--- src/rtl/iotlb_inv_pkg.sv ---
// Shared types and field positions for the invalidation command register.
// Assumes a 64-bit word; positions of the granularity, busy and domain
// fields are fixed because software decodes them.
package iotlb_inv_pkg;

    typedef enum logic [1:0] {
        GR_NONE   = 2'b00,
        GR_GLOBAL = 2'b01,
        GR_DOMAIN = 2'b10,
        GR_PAGE   = 2'b11
    } gran_e;

    localparam int WORD_W   = 64;
    localparam int BUSY_BIT = 63;
    localparam int REQ_LO   = 60;
    localparam int ACT_LO   = 57;
    localparam int DRD_BIT  = 49;
    localparam int DWR_BIT  = 48;
    localparam int DID_LO   = 32;

    // Pick the granularity to report: never finer than requested, 00 on error.
    function automatic gran_e coarsen(gran_e req, logic [1:0] done, logic err);
        if (err)
            return GR_NONE;
        if (done == 2'b00 || done > req)
            return req;
        return gran_e'(done);
    endfunction

endpackage

--- src/rtl/iotlb_inv_fields.sv ---
// Holds the software-written request fields: domain id and drain flags.
// Assumes the domain mask is already derived from the capability width and
// that the caller passes the current busy state (writes blocked while busy).
module iotlb_inv_fields
    import iotlb_inv_pkg::*;
#(
    parameter int DID_W = 8
) (
    input  logic             clk,
    input  logic             rst_n,
    input  logic             busy,
    input  logic             wr_en,
    input  logic [7:0]       wr_be,
    input  logic [WORD_W-1:0] wr_data,
    input  logic [DID_W-1:0] did_mask,
    input  logic             cap_rd,
    input  logic             cap_wr,
    output logic [DID_W-1:0] did_q,
    output logic             drd_q,
    output logic             dwr_q
);

    localparam int DID_LANE   = DID_LO / 8;
    localparam int DRAIN_LANE = DWR_BIT / 8;

    logic wr_ok;
    assign wr_ok = wr_en && !busy;

    // Store domain id and drain flags, dropping bits the capabilities exclude.
    always_ff @(posedge clk) begin
        if (!rst_n) begin
            did_q <= '0;
            drd_q <= 1'b0;
            dwr_q <= 1'b0;
        end else if (wr_ok) begin
            if (wr_be[DID_LANE])
                did_q <= wr_data[DID_LO +: DID_W] & did_mask;
            if (wr_be[DRAIN_LANE]) begin
                drd_q <= wr_data[DRD_BIT] & cap_rd;
                dwr_q <= wr_data[DWR_BIT] & cap_wr;
            end
        end
    end

    logic unused_fields;
    assign unused_fields = ^{wr_be, wr_data};


    busy_hold_chk: assert property (@(posedge clk) disable iff (!rst_n)
        busy |=> $stable({did_q, drd_q, dwr_q}));

endmodule

--- src/rtl/iotlb_inv_seq.sv ---
// Busy/request sequencer: starts a request on a software write, pulses the
// engine strobe, and records the performed granularity on completion.
// Assumes the engine raises done at most once per request, after eng_req.
module iotlb_inv_seq
    import iotlb_inv_pkg::*;
(
    input  logic       clk,
    input  logic       rst_n,
    input  logic       wr_en,
    input  logic       wr_lane,
    input  logic       wr_busy_bit,
    input  logic [1:0] wr_gran,
    input  logic       eng_done,
    input  logic [1:0] eng_done_gran,
    input  logic       eng_done_err,
    output logic       busy_q,
    output gran_e      req_q,
    output gran_e      act_q,
    output logic       eng_req_q
);

    logic wr_ok, accept_done;
    assign wr_ok       = wr_en && wr_lane && !busy_q;
    assign accept_done = busy_q && !eng_req_q && eng_done;

    // Advance busy, requested and actual granularity, and the engine strobe.
    always_ff @(posedge clk) begin
        if (!rst_n) begin
            busy_q    <= 1'b0;
            req_q     <= GR_NONE;
            act_q     <= GR_GLOBAL;
            eng_req_q <= 1'b0;
        end else begin
            eng_req_q <= 1'b0;
            if (wr_ok) begin
                req_q <= gran_e'(wr_gran);
                if (wr_busy_bit) begin
                    if (wr_gran == GR_NONE) begin
                        act_q <= GR_NONE;
                    end else begin
                        busy_q    <= 1'b1;
                        eng_req_q <= 1'b1;
                    end
                end
            end else if (accept_done) begin
                busy_q <= 1'b0;
                act_q  <= coarsen(req_q, eng_done_gran, eng_done_err);
            end
        end
    end


    req_pulse_chk: assert property (@(posedge clk) disable iff (!rst_n)
        eng_req_q |=> !eng_req_q);


    busy_clear_chk: assert property (@(posedge clk) disable iff (!rst_n)
        $fell(busy_q) |-> $past(eng_done));


    not_finer_chk: assert property (@(posedge clk) disable iff (!rst_n)
        $fell(busy_q) |-> (act_q == GR_NONE || act_q <= req_q));


    idle_act_chk: assert property (@(posedge clk) disable iff (!rst_n)
        (!busy_q && !(wr_en && wr_lane)) |=> $stable(act_q));

endmodule

--- src/rtl/iotlb_inv_cmd.sv ---
// Top of the invalidation command register: derives the domain mask from the
// capability width, assembles the read word, registers read data and drives
// the engine request bus. Assumes one register, no address decode.
module iotlb_inv_cmd
    import iotlb_inv_pkg::*;
#(
    parameter int DID_W = 8,
    localparam int CAPW = $clog2(DID_W + 1)
) (
    input  logic              clk,
    input  logic              rst_n,
    input  logic [CAPW-1:0]   cap_did_width,
    input  logic              cap_drain_rd,
    input  logic              cap_drain_wr,
    input  logic              wr_en,
    input  logic [7:0]        wr_be,
    input  logic [WORD_W-1:0] wr_data,
    input  logic              rd_en,
    output logic [WORD_W-1:0] rd_data,
    output logic              eng_req,
    output logic [1:0]        eng_gran,
    output logic [DID_W-1:0]  eng_did,
    output logic              eng_drain_rd,
    output logic              eng_drain_wr,
    input  logic              eng_done,
    input  logic [1:0]        eng_done_gran,
    input  logic              eng_done_err
);

    localparam int TOP_LANE = BUSY_BIT / 8;

    logic [DID_W-1:0] did_mask, did_q;
    logic             drd_q, dwr_q, busy_q, eng_req_q;
    gran_e            req_q, act_q;
    logic [WORD_W-1:0] word, rd_q;

    // One mask bit per implemented domain-id bit below the capability width.
    always_comb begin
        for (int i = 0; i < DID_W; i++)
            did_mask[i] = (32'(cap_did_width) > i);
    end

    iotlb_inv_fields #(.DID_W(DID_W)) u_fields (
        .clk(clk), .rst_n(rst_n), .busy(busy_q),
        .wr_en(wr_en), .wr_be(wr_be), .wr_data(wr_data),
        .did_mask(did_mask), .cap_rd(cap_drain_rd), .cap_wr(cap_drain_wr),
        .did_q(did_q), .drd_q(drd_q), .dwr_q(dwr_q)
    );

    iotlb_inv_seq u_seq (
        .clk(clk), .rst_n(rst_n),
        .wr_en(wr_en), .wr_lane(wr_be[TOP_LANE]),
        .wr_busy_bit(wr_data[BUSY_BIT]), .wr_gran(wr_data[REQ_LO +: 2]),
        .eng_done(eng_done), .eng_done_gran(eng_done_gran),
        .eng_done_err(eng_done_err),
        .busy_q(busy_q), .req_q(req_q), .act_q(act_q), .eng_req_q(eng_req_q)
    );

    // Place each field at its position; everything else reads zero.
    always_comb begin
        word                  = '0;
        word[BUSY_BIT]        = busy_q;
        word[REQ_LO +: 2]     = req_q;
        word[ACT_LO +: 2]     = act_q;
        word[DRD_BIT]         = drd_q;
        word[DWR_BIT]         = dwr_q;
        word[DID_LO +: DID_W] = did_q & did_mask;
    end

    // Capture the word on a read strobe, hold otherwise.
    always_ff @(posedge clk) begin
        if (!rst_n)
            rd_q <= '0;
        else if (rd_en)
            rd_q <= word;
    end

    assign rd_data      = rd_q;
    assign eng_req      = eng_req_q;
    assign eng_gran     = req_q;
    assign eng_did      = did_q & did_mask;
    assign eng_drain_rd = drd_q;
    assign eng_drain_wr = dwr_q;


    rd_hold_chk: assert property (@(posedge clk) disable iff (!rst_n)
        !rd_en |=> $stable(rd_data));

endmodule

--- config.mk ---
export PLATFORM = sky130hd
export DESIGN_NAME = iotlb_inv_cmd
export DESIGN_NICKNAME = d
export VERILOG_FILES = /design/src/rtl/iotlb_inv_pkg.sv /design/src/rtl/iotlb_inv_fields.sv /design/src/rtl/iotlb_inv_seq.sv /design/src/rtl/iotlb_inv_cmd.sv
export SDC_FILE = /design/constraint.sdc
export NUM_CORES = 1
export LEC_CHECK = 0
export CORE_ASPECT_RATIO = 1.75
export CORE_MARGIN = 4
export CORE_UTILIZATION = 24
export CTS_CLUSTER_SIZE = 24
export DETAILED_ROUTE_END_ITERATION = 10
export GPL_ROUTABILITY_DRIVEN = 0
export PLACE_DENSITY = 0.65
export SLEW_MARGIN = 10
export SYNTH_ARGS = -nofsm -noshare
export SYNTH_HDL_FRONTEND = slang
export SYNTH_SLANG_ARGS = --single-unit
export TNS_END_PERCENT = 20
--- constraint.sdc ---
create_clock -name clk -period 1.37 [get_ports clk]
set_input_delay 0.274 -clock clk [delete_from_list [all_inputs] [get_ports clk]]
set_output_delay 0.274 -clock clk [all_outputs]
set_load 0.005 [all_outputs]
==> results.txt, run 1 <==
fin. max-slew vios - 0
Avg Inst Size Synth - 8.413 sq um
Post-Syn Instances - 203
All-Layer GR Usage - 0.09553
total CTS buffers - 5
setup_tns - -0.05391 ns
CTS tree - done
MaxCap Viol Count - 0
ys async rst share - 0
RR Startpoint - u_seq.req_q[1]
Post-synth EDFFs - 0
synth-to-layout area growth - 51.21%
Pwr Density - 926.1 mW/mm^2
fin crit share - 1.030
critical path class - register to register
Final nets - 376
vias in the first global route - 1,427
fill count - 739
FF+latch count, synth - 31
crit end category - register
Required @ worst endpoint - 1.54 ns
r2r setup slk - -0.04 ns
Worst Setup SP - u_seq.req_q[1]
die area - 0.008583 sq mm
share of layout cells above drive strength 1 - 0.2249
Slowest Stage Delay on Critical Path - 0.33 ns
Synth Cell Area - 0.001708 sq mm
clk_skew - 0.002948 ns
H-tree levels - 2
Worst Slack Setup Final - -0.04086 ns
Worst-Skew Late Latency - 0.27 ns
Placed Area - 0.002369 sq mm
Slowest cell on crit path - dfxtp_2
clk root buf - clkbuf_16
Antenna Nets Post-Route - 0
commonest cells after routing, fill and taps aside - conb_1, dfxtp_1, buf_4, clkdlybuf4s50_1, dlygate4sd2_1
Synth Flop Type - dfxtp_1
DR vias/cell - 4.029
CP Max Fanout - 3
most common cell after layout, fill and taps aside - conb_1
Wirelength per Cell - 11.45 microns
final hold vios - 0
drt drc - 0
I/O pin cnt - 163
achievable frequency - 708.8 MHz
hold slack final - 0.4246 ns
Final Cell Area - 0.002582 sq mm
Placeable Area - 0.006907 sq mm
1st-iter DRT viols - 38
Critical Path Start Type - register
register clock-pin slew on the reported worst setup and hold paths - 0.05 ns
Final min period - 1.411 ns
Initial Util - 0.2473
status - complete, but fails checks
largest net degree at the start of global routing - 23
antenna cells - 0
FP Rows - 40
drt pass-1 iters - 4
global-route wire length before repair - 6465 microns
cells along the critical path - inv_2 > ha_4 > nand2b_4 > a32oi_2 > a21oi_2 > o311ai_1
setup-violating endpoint count in the final report - 2
Unique masters post-synth - 34
DRT Wirelength - 4271 microns
failing checks - negative setup slack
register area share after synthesis - 0.3634
Die H - 119.6 microns
Max VDD drop - 0.0005921 V
Pleak - 0.001263 uW
Yosys warning total - 0
RSZ-0062 raised after global routing - true
Hold Crit Start - cap_did_width[2]
initial antenna violation count - 0
via count - 1,503
worst hold path class - primary input to register
grt ovf - 0
clk sinks - 31
clock tree buffer depth - 2
Buffers on Ports - 57
Arrival @ worst endpoint - 1.58 ns
post-DP HPWL - 3285 microns
Die Wd - 71.77 microns
==> routing by layer <==
| layer | vias to the layer above | global-route usage | part of all wire |
|---|---|---|---|
| met3 | 6 | 0.03101 | 0.10 |
| met2 | 82 | 0.1791 | 0.52 |
| met5 | - | 0 | 0 |
| li1 | 756 | - | - |
| met1 | 659 | 0.09534 | 0.36 |
| met4 | 0 | 0.03294 | 0.016 |
==> synthesized netlist by cell type, drive strengths merged (2+ instances only) <==
cell type	count	area [sq um]
buf	52	387.9
dfxtp	31	620.6
nand2	19	71.32
a21oi	17	85.08
nor2	14	52.55
mux2i	10	100.1
nand3	8	40.04
and2	5	31.28
clkbuf	5	18.77
nand2b	5	31.28
inv	4	15.01
nand4	4	25.02
nor2b	4	25.02
o21a	4	30.03
a31o	2	17.52
ha	2	25.02
o211ai	2	15.01
o21ai	2	10.01
or3	2	17.52
==> state kept, by name (all words and copies together) (netlist names) <==
signal and cells:
u_seq.req_q 2, u_seq.eng_req_q 1, rd_data 15, u_seq.act_q 2, u_fields.did_q 8, u_seq.busy_q 1, u_fields.drd_q 1, u_fields.dwr_q 1
==> final timing paths <==
check                           end  cells past startpoint
hold / removal    u_fields.did_q[3]                      4
setup reg to reg     u_seq.act_q[0]                      6
setup / recovery     u_seq.act_q[0]                      6
hold reg to reg   u_fields.did_q[5]                      2
==> critical path, delay by kind of cell, from the launching register on <==
family,cells,cell delay [ns]
AND/OR/NAND/NOR,1,0.06
buffers and inverters,1,0.05
flip-flops,1,0.33
AO/OA/AOI/OAI,3,0.59
adder cells (fa/ha/maj),1,0.29
==> cells by family after synthesis <==
group,after synthesis,share of synthesized area
and+or+nand+nor,65,0.1912
buffers and inverters,61,0.2469
AOI/OAI and AO/OA,33,0.1231
DFF,31,0.3634
muxes,10,0.05861
adders and majority gates,2,0.01465
other,1,0.002196
==> power breakdown <==
| group | internal [uW] | leakage, uW | total [uW] | switching, uW |
|---|---|---|---|---|
| registers | 928 | 0.000253 | 943 | 14.2 |
| clock network | 670 | 0.0000679 | 1040 | 367 |
| logic | 229 | 0.000942 | 412 | 183 |
| total | 1830 | 0.00126 | 2390 | 564 |
==> what timing repair did <==
action                                  in CTS  in global routing
setup buffers                                6                  1
cloned                                       0                  0
resized for setup                           65                 17
hold buffers                                 0                  0
endpoints found under the setup margin      30                 16
pin swaps                                    6                  5
==> per-stage QoR <==
stage	setup slack [ns]	utilization	instances	power (uW)
floorplan	0.02507	-	251	1217
global placement	-0.6930	0.3429	358	1337
detailed placement	-0.6941	0.3429	358	1344
CTS	-0.1784	0.3650	372	2405
global route	-0.1047	0.3739	373	2510
finish	-0.04086	0.3739	373	2392
==> final cells by class <==
| type | instances | area, sq um | share of cell area |
|---|---|---|---|
| clock buffers | 7 | 132.6 | 0.05136 |
| clock inverters | 1 | 5.005 | 0.001938 |
| inverters | 4 | 15.01 | 0.005814 |
| multi-input cells | 159 | 912.1 | 0.3532 |
| flip-flops and latches | 31 | 626.9 | 0.2427 |
| well taps | 84 | 105.1 | 0.04070 |
| repair buffers | 87 | 785.8 | 0.3043 |
(Power assumes the default switching activity.)
==> inputs of run 2 (changes only) <==
ABC_CLOCK_PERIOD_IN_PS = 1370   (was not set)
==> results of run 2 <==
Final layout, timing and power as in run 1 (identical DEF).
